### src/rtl/sertx_pkg.sv
package sertx_pkg;

  localparam int unsigned CHAR_MAX = 8;
  localparam int unsigned FRAME_W  = CHAR_MAX + 4;
  localparam int unsigned CNT_W    = $clog2(FRAME_W);

  typedef enum logic [1:0] {
    PAR_OFF  = 2'b00,
    PAR_ZERO = 2'b01,
    PAR_ODD  = 2'b10,
    PAR_EVEN = 2'b11
  } par_mode_e;

  typedef struct packed {
    logic      len8;
    logic      stop2;
    par_mode_e par;
  } line_cfg_t;

  typedef struct packed {
    logic [FRAME_W-1:0] bits;
    logic [CNT_W-1:0]   last;
  } frame_t;

  // Full line image, LSB first; unused upper positions stay high so the
  // stop bits need no separate handling.
  function automatic frame_t build_frame(logic [CHAR_MAX-1:0] d, line_cfg_t c);
    frame_t              f;
    logic [CHAR_MAX-1:0] m;
    logic [CNT_W-1:0]    pos;
    logic                par_on;
    logic                pbit;
    m      = c.len8 ? d : {1'b0, d[CHAR_MAX-2:0]};
    par_on = (c.par != PAR_OFF);
    case (c.par)
      PAR_ODD:  pbit = ~^m;
      PAR_EVEN: pbit = ^m;
      default:  pbit = 1'b0;
    endcase
    f.bits                  = '1;
    f.bits[0]               = 1'b0;
    f.bits[1 +: CHAR_MAX-1] = d[CHAR_MAX-2:0];
    if (c.len8) f.bits[CHAR_MAX] = d[CHAR_MAX-1];
    pos = CNT_W'(CHAR_MAX) + CNT_W'(c.len8);
    if (par_on) f.bits[pos] = pbit;
    f.last = CNT_W'(CHAR_MAX) + CNT_W'(c.len8) + CNT_W'(par_on) + CNT_W'(c.stop2);
    return f;
  endfunction

endpackage

### src/rtl/sertx_hold.sv
module sertx_hold
  import sertx_pkg::*;
(
  input  logic                clk,
  input  logic                rst_n,
  input  logic                run,
  input  logic                allow,
  input  logic                wr_valid,
  input  logic [CHAR_MAX-1:0] wr_data,
  input  logic                take,
  output logic                full,
  output logic [CHAR_MAX-1:0] data
);

  logic                full_q, full_d;
  logic [CHAR_MAX-1:0] data_q, data_d;
  logic                accept;

  assign accept = run & allow & wr_valid & ~full_q;

  always_comb begin
    full_d = full_q;
    data_d = data_q;
    if (!run) begin
      full_d = 1'b0;
    end else if (accept) begin
      full_d = 1'b1;
      data_d = wr_data;
    end else if (take) begin
      full_d = 1'b0;
    end
  end

  always_ff @(posedge clk or negedge rst_n) begin
    if (!rst_n) begin
      full_q <= 1'b0;
      data_q <= '0;
    end else begin
      full_q <= full_d;
      data_q <= data_d;
    end
  end

  assign full = full_q;
  assign data = data_q;

  AST_FULL_HOLD: assert property (@(posedge clk) disable iff (!rst_n)
    full_q && run && !take |=> full_q);
  AST_KEEP_WAITING: assert property (@(posedge clk) disable iff (!rst_n)
    full_q |=> $stable(data_q));

endmodule

### src/rtl/sertx_shifter.sv
module sertx_shifter
  import sertx_pkg::*;
(
  input  logic                clk,
  input  logic                rst_n,
  input  logic                run,
  input  logic                allow,
  input  logic                tick,
  input  logic                have_byte,
  input  logic [CHAR_MAX-1:0] byte_in,
  input  line_cfg_t           cfg,
  output logic                take,
  output logic                line,
  output logic                busy,
  output logic                done
);

  logic [FRAME_W-1:0] sh_q, sh_d;
  logic [CNT_W-1:0]   cnt_q, cnt_d;
  logic               busy_q, busy_d;
  logic               line_q, line_d;
  logic               done_q, done_d;
  logic               at_end;
  frame_t             frm;

  assign frm    = build_frame(byte_in, cfg);
  assign at_end = busy_q & (cnt_q == '0);
  assign take   = run & tick & allow & have_byte & (~busy_q | at_end);

  always_comb begin
    sh_d   = sh_q;
    cnt_d  = cnt_q;
    busy_d = busy_q;
    line_d = line_q;
    done_d = 1'b0;
    if (!run) begin
      sh_d   = '1;
      cnt_d  = '0;
      busy_d = 1'b0;
      line_d = 1'b1;
    end else if (tick) begin
      if (at_end) begin
        done_d = 1'b1;
        busy_d = 1'b0;
        line_d = 1'b1;
      end else if (busy_q) begin
        sh_d   = {1'b1, sh_q[FRAME_W-1:1]};
        line_d = sh_q[1];
        cnt_d  = cnt_q - 1'b1;
      end
      if (take) begin
        sh_d   = frm.bits;
        cnt_d  = frm.last;
        busy_d = 1'b1;
        line_d = frm.bits[0];
      end
    end
  end

  always_ff @(posedge clk or negedge rst_n) begin
    if (!rst_n) begin
      sh_q   <= '1;
      cnt_q  <= '0;
      busy_q <= 1'b0;
      line_q <= 1'b1;
      done_q <= 1'b0;
    end else begin
      sh_q   <= sh_d;
      cnt_q  <= cnt_d;
      busy_q <= busy_d;
      line_q <= line_d;
      done_q <= done_d;
    end
  end

  assign line = line_q;
  assign busy = busy_q;
  assign done = done_q;

  AST_START_LOW: assert property (@(posedge clk) disable iff (!rst_n)
    $rose(busy_q) |-> !line_q);
  AST_IDLE_HIGH: assert property (@(posedge clk) disable iff (!rst_n)
    !busy_q |-> line_q);
  AST_BIT_HOLD: assert property (@(posedge clk) disable iff (!rst_n)
    busy_q && run && !tick |=> $stable(line_q));
  AST_PULSE_SINGLE: assert property (@(posedge clk) disable iff (!rst_n)
    done_q |=> !done_q);
  AST_CHAIN_START: assert property (@(posedge clk) disable iff (!rst_n)
    done_q && busy_q |-> !line_q);

endmodule

### src/rtl/sertx_unit.sv
module sertx_unit
  import sertx_pkg::*;
(
  input  logic                clk,
  input  logic                rst_n,
  input  logic                baud_tick,
  input  logic                clk_en,
  input  logic                tx_en,
  input  logic [1:0]          par_sel,
  input  logic                len8,
  input  logic                stop2,
  input  logic                wr_valid,
  input  logic [CHAR_MAX-1:0] wr_data,
  output logic                tx_line,
  output logic                buf_full,
  output logic                shifting,
  output logic                tx_irq
);

  logic [1:0]          rst_pipe_q;
  logic                rst_int_n;
  logic                take;
  logic [CHAR_MAX-1:0] held;
  line_cfg_t           cfg;

  always_ff @(posedge clk or negedge rst_n) begin
    if (!rst_n) rst_pipe_q <= '0;
    else        rst_pipe_q <= {rst_pipe_q[0], 1'b1};
  end
  assign rst_int_n = rst_pipe_q[1];

  always_comb begin
    cfg.len8  = len8;
    cfg.stop2 = stop2;
    cfg.par   = par_mode_e'(par_sel);
  end

  sertx_hold u_hold (
    .clk      (clk),
    .rst_n    (rst_int_n),
    .run      (clk_en),
    .allow    (tx_en),
    .wr_valid (wr_valid),
    .wr_data  (wr_data),
    .take     (take),
    .full     (buf_full),
    .data     (held)
  );

  sertx_shifter u_shift (
    .clk       (clk),
    .rst_n     (rst_int_n),
    .run       (clk_en),
    .allow     (tx_en),
    .tick      (baud_tick),
    .have_byte (buf_full),
    .byte_in   (held),
    .cfg       (cfg),
    .take      (take),
    .line      (tx_line),
    .busy      (shifting),
    .done      (tx_irq)
  );

  AST_OFF_IDLE: assert property (@(posedge clk) disable iff (!rst_int_n)
    !clk_en |=> tx_line && !buf_full && !shifting && !tx_irq);
  AST_LOAD_EMPTIES: assert property (@(posedge clk) disable iff (!rst_int_n)
    $rose(shifting) |-> !buf_full);

endmodule

### config.mk
export PLATFORM = sky130hd
export DESIGN_NAME = sertx_unit
export DESIGN_NICKNAME = d
export VERILOG_FILES = /design/src/rtl/sertx_pkg.sv /design/src/rtl/sertx_hold.sv /design/src/rtl/sertx_shifter.sv /design/src/rtl/sertx_unit.sv
export SDC_FILE = /design/constraint.sdc
export NUM_CORES = 1
export LEC_CHECK = 0
export ABC_AREA = 1
export CAP_MARGIN = 10
export CELL_PAD_IN_SITES_DETAIL_PLACEMENT = 1
export CELL_PAD_IN_SITES_GLOBAL_PLACEMENT = 2
export CORE_MARGIN = 1.5
export CORE_UTILIZATION = 33
export CTS_CLUSTER_SIZE = 40
export DETAILED_ROUTE_END_ITERATION = 6
export PLACE_DENSITY_LB_ADDON = 0.1
export SYNTH_ARGS = -nofsm -noshare
export SYNTH_HDL_FRONTEND = slang
export SYNTH_SLANG_ARGS = --single-unit
### constraint.sdc
create_clock -name clk -period 2.2 [get_ports clk]
set_input_delay 0.22 -clock clk [delete_from_list [all_inputs] [get_ports clk]]
set_output_delay 0.22 -clock clk [all_outputs]
set_load 0.03 [all_outputs]
Yosys cells after proc, flatten, opt, wreduce, memory -nomap -nowiden
Index checks and enable logic that the tools add are counted. W data, S select, Z words.

Bits in registers: 30. Output and inout bits: 4. Word-level logic and storage cells: 74.

Add/subtract/negate cells: 4. $lt $le $gt $ge: 2. Equal/unequal tests: 8. Multiplexer cells: 32. Bitwise operators: 11. Reduce and logical (&&, ||, !) cells: 9.

Operators with widths (number): $mux W12 (6); $mux W4 (5); $mux W1 (17); $bwmux W12 (1); $ne A3 B1 Y1 const B (3); $add A4 B1 Y4 (2); $and A1 B1 Y1 (8); $mux W8 (1); $reduce_xnor A8 Y1 (1); $reduce_xor A8 Y1 (1); $reduce_and A2 Y1 (3); $lt A4 B5 Y1 const B (1); $add A4 B1 Y4 const A (1); $demux W1 S4 (1); $eq A2 B2 Y1 const B (2); $ge A4 B1 Y1 const B (1); $logic_not A4 Y1 (1); $ne A4 B1 Y1 const B (1); $sub A4 B1 Y4 const B (1); $ne A3 B3 Y1 const B (1); $reduce_and A3 Y1 (1); $ne A2 B2 Y1 const B (1); $not A1 Y1 (2); $pmux W1 S2 (1); 3 further kinds (3).

Logic depth before layout (Yosys ltp)
Depth in word-level cells: 10. Mapped depth: 14. Gate-level depth less buffers: 14.

By module
Synthesis repeated with hierarchy kept, for this count alone.

Cells, all modules: 182. Area total of the unflattened synthesis: 1467.7 µm².

By module, submodules not included: sertx_shifter (instances 1, cells each 139, area each 1037.2 µm², seq. area each 412.9 µm²); sertx_hold (instances 1, cells each 40, area each 376.6 µm², seq. area each 225.2 µm²); sertx_unit (instances 1, cells each 3, area each 53.8 µm², seq. area each 50.0 µm²).

Worst setup path before layout
No wires, ideal clock.

Path type: reg2reg. Start point: register u_shift.cnt_q[0]. End point: register u_shift.cnt_q[2]. Library setup time: 117 ps. Arrival time: 1440 ps. Setup slack: 643 ps. Stages on the path, launching flop included: 14. Buffers on the path: 0. Cell sequence: dfrtp_1 > inv_1 > ha_1 > nand3_1 > nand2_1 > nand2_2 > nand2_2 > inv_2 > nand2_2 > nand2_4 > inv_6 > nand2_2 > nor2_1 > nor2_1.

Word-level cells in the longest chain between the ends: 7. Elaborated cells between the ends (all ways): 13. Classes of those cells: 1 x add/sub; 2 x eq/ne; 5 x mux; 3 x bitwise; 2 x reduce/logical.

Ends and longest elaborated chain: start: declaration (RTL line sertx_shifter.sv:19) `logic [CNT_W-1:0] cnt_q, cnt_d;`; start signal: assignment (RTL line sertx_shifter.sv:69) `cnt_q <= cnt_d;`; parallel branches: the longest is 7 deep, another holds $sub A4 B1 Y4.

Several ways; the timed one is not identified. The select of a mux whose other input is x is not followed. A chain may end at the register's enable or synchronous reset.

Final worst setup path
Same ends and word-level chain as after synthesis.

==> impl_metrics.env <==
export IMPL_fin_crit_ns=1.81
export IMPL_cp_slowest_stage_delay_ns=0.39
export IMPL_drcViolationCount=0
export IMPL_synth_top_family_by_area="simple AND/OR/NAND/NOR gates"
export IMPL_grt_pass1_wl_mm=5.23
export IMPL_grt_max_degree=26
export IMPL_cts_hold_buf=0
export IMPL_area_delta_synth_final_pct=23.8
export IMPL_clockBufferDepth=2
export IMPL_final_setup_tns_ns=0
export IMPL_vdd_drop_max_uv=261
export IMPL_internal_power_mw=0.874
export IMPL_async_flop_share=1.00
export IMPL_postCtsSetupBuffers=0
export IMPL_ys_seq_elements=27
export IMPL_switchingPower_mw=0.427
export IMPL_fin_nets=224
export IMPL_die_h_um=68.0
export IMPL_yosysTopAreaCellShare=0.305
export IMPL_power_density_mw_per_mm2=754
export IMPL_htree_num_levels=1
export IMPL_synth_compound_area_frac=0.131
export IMPL_clkLatencyLatePin_ns=0.27
export IMPL_endpoint_kind="register"
export IMPL_rsz0062_at_grt="no"
export IMPL_switching_share=0.328
export IMPL_synth_area_leaders="dfrtp_1 (31%), dfstp_2 (19%), nand2_1 (14%)"
export IMPL_path_class="register to register"
export IMPL_start_util=0.346
export IMPL_max_slew_margin=0.659
export IMPL_synth_top_flop_cell="dfrtp_1"
export IMPL_share_comb_of_total_power=0.284
export IMPL_die_x_um=68.0
export IMPL_vias=1223
export IMPL_synthMuxAreaShare=0.00808
export IMPL_grt_pass1_vias=1207
export IMPL_critical_path_top_delay_family="simple AND/OR/NAND/NOR gates"
export IMPL_grt_use_total=0.149
export IMPL_coreArea_mm2=0.00403
export IMPL_cp_start_kind="register"
export IMPL_place_ws_ns=0.256
export IMPL_slowest_stage="dfrtp_1"
export IMPL_clkTransAtPathRegs_ns=0.09
export IMPL_netlist_area_mm2=0.00139
export IMPL_layout_setup_ws_ns=0.394
export IMPL_seqCellArea_um2=688
export IMPL_clock_root_buffer="clkbuf_8"
export IMPL_fin_skew_ns=0.00477
export IMPL_syn_nets=197
export IMPL_finalSetupViolations=0
export IMPL_yosysTopAreaCell="dfrtp_1"
export IMPL_routabilityCongestion=0.737
export IMPL_dieArea_mm2=0.00462
export IMPL_grt_overflow=0
export IMPL_fmax_mhz=554
export IMPL_syn_inst=177
export IMPL_drt_total_wl_mm=3.19
export IMPL_timing_final_max_slew_violations=0
export IMPL_rows=23
export IMPL_cts_made_buffers=3
export IMPL_first_pass_iters=4
export IMPL_synth_xor_area_share=0.00628
export IMPL_cp_arrival_ns=1.97
export IMPL_fin_crit_sh=0.821
export IMPL_cp_common_cell="nand2_2"
export IMPL_yosys_warnings=0
export IMPL_drtIter0Drc=52
export IMPL_p_seq_frac=0.502
export IMPL_post_cts_resized=0
export IMPL_diodes=0
export IMPL_cts_tree="yes"
export IMPL_antenna_found_initial=0
export IMPL_synthTopCellsByCount="nand2_1 (52), inv_1 (22), dfrtp_1 (17), nor2_1 (17), a21oi_1 (11)"
export IMPL_leakage_nw=0.838
export IMPL_yosysMostFrequentCell="nand2_1"
export IMPL_cp_max_fo=15
export IMPL_ant_nets=0
export IMPL_hp_class="input pin to async pin"
export IMPL_yosysSeqAreaShare=0.494
export IMPL_cp_buffers_inverters=3
export IMPL_hpwlAfterDp_mm=2.49
export IMPL_synthSimpleGateAreaFrac=0.249
export IMPL_tightest_slew_ns=0.510
export IMPL_synth_fa_ha_area_frac=0.0233
export IMPL_ioPinCount=22
export IMPL_pwr_share_clk=0.213
export IMPL_drive_gt1_frac=0.133
export IMPL_hold_viol=0
export IMPL_synth_edf_count=0
export IMPL_multi_input_comb_area_um2=586
export IMPL_crit_chain="inv_1 > ha_1 > nand3_1 > nand2_1 > nand2_2 > nand2_2 > inv_2 > nand2_2 > nand2_4 > inv_6 > nand2_2 > nor2_1 > nor2_1"
export IMPL_clkSinkCount=27
export IMPL_portBuffers=21
export IMPL_syn_avg_cell_area_um2=7.87
export IMPL_post_drt_via_cell_ratio=4.83
export IMPL_nFillCells=501
export IMPL_cap_violations=0
export IMPL_routedWlPerCell_um=12.6
export IMPL_status="complete, no violations"
export IMPL_required_ns=2.37
export IMPL_synth_cell_types=27
power groups by stage:
stage | registers [mW] | logic [mW] | clock network, mW
after floorplan | 0.661 | 0.251 | 0
after global placement | 0.661 | 0.365 | 0
after detailed placement | 0.664 | 0.376 | 0
after CTS | 0.655 | 0.380 | 0.292
after global routing | 0.667 | 0.424 | 0.315
final | 0.654 | 0.370 | 0.278
sequential cells by signal, summed over array words and instances (netlist names):
| register | count |
|---|---|
| u_shift.sh_q | 9 |
| u_hold.data | 8 |
| u_shift.cnt_q | 4 |
| rst_pipe_q | 2 |
| u_hold.full | 1 |
| u_shift.busy | 1 |
| u_shift.done | 1 |
| u_shift.line | 1 |
final cells by class:
type                            instances  share of cell area
Clock buffer                            3              0.0239
Clock inverter                          1             0.00290
Inverter                               24              0.0551
Multi-Input combinational cell        122               0.339
Sequential cell                        27               0.399
Tap cell                               50              0.0363
Timing Repair Buffer                   26               0.144
through the flow:
step                power [mW]  area (µm²)  hold slack (ns)  instances   util
CTS                       1.33        1730           0.0981        253  0.428
detailed placement        1.04        1680            0.242        249  0.417
finish                    1.30        1730           0.0977        253  0.428
global placement          1.03        1680            0.238        249  0.417
global route              1.41        1730           0.0869        253  0.428
floorplan                0.913        1390          -0.0756        177      -
cell families (layout without fill, tap and decap cells):
family                     count (synthesis)  count (layout)
muxes                                      1               1
buffers and inverters                     28              54
other                                      1               1
and+or+nand+nor                           84              84
xor gates and xnor gates                   1               1
DFF                                       27              27
adders and majority gates                  2               2
AOI/OAI and AO/OA                         33              33
worst paths after layout:
kind / start / slack [ns] / depth (start not counted) / to
max: u_shift.cnt_q[0]$_DFFE_PN0P_ / 0.39 / 13 / u_shift.cnt_q[2]$_DFFE_PN0P_
min: rst_n / 0.1 / 1 / rst_pipe_q[0]$_DFF_PN0_
max reg2reg: u_shift.cnt_q[0]$_DFFE_PN0P_ / 0.39 / 13 / u_shift.cnt_q[2]$_DFFE_PN0P_
min reg2reg: rst_pipe_q[1]$_DFF_PN0_ / 0.23 / 1 / u_hold.data[5]$_DFFE_PN0P_
max in group asynchronous: rst_pipe_q[1]$_DFF_PN0_ / 1.67 / 1 / u_shift.line$_DFFE_PN1P_
min in group clk: rst_pipe_q[0]$_DFF_PN0_ / 0.36 / 0 / rst_pipe_q[1]$_DFF_PN0_
worst register-to-register path, delay by kind of cell (launching register included):
kind | cells | cell delay, ns
AND/OR/NAND/NOR | 9 | 0.86
flip-flops | 1 | 0.39
buffers and inverters | 3 | 0.27
adder cells (fa/ha/maj) | 1 | 0.19
metal layers:
layer	track usage	up-vias	share of wire
met1	0.201	583	0.48
li1	-	619	-
met3	0.0197	2	0.030
met2	0.252	19	0.48
met4	0.0375	0	0.0059
met5	0	-	0
cells in the final DEF, fill, tap and decap left out, drive strengths merged:
cell type / n
buf: 5
nand3: 7
mux2: 1
clkdlybuf4s50: 21
inv: 24
o221ai: 1
dfstp: 10
nand4: 1
clkinv: 1
o21ai: 11
nor3: 2
a21oi: 11
clkbuf: 3
nand2: 57
xor2: 1
a31oi: 1
dfrtp: 17
fa: 1
nor2: 17
conb: 1
ha: 1
o22ai: 8
o211ai: 1
(Power assumes the default switching activity.)
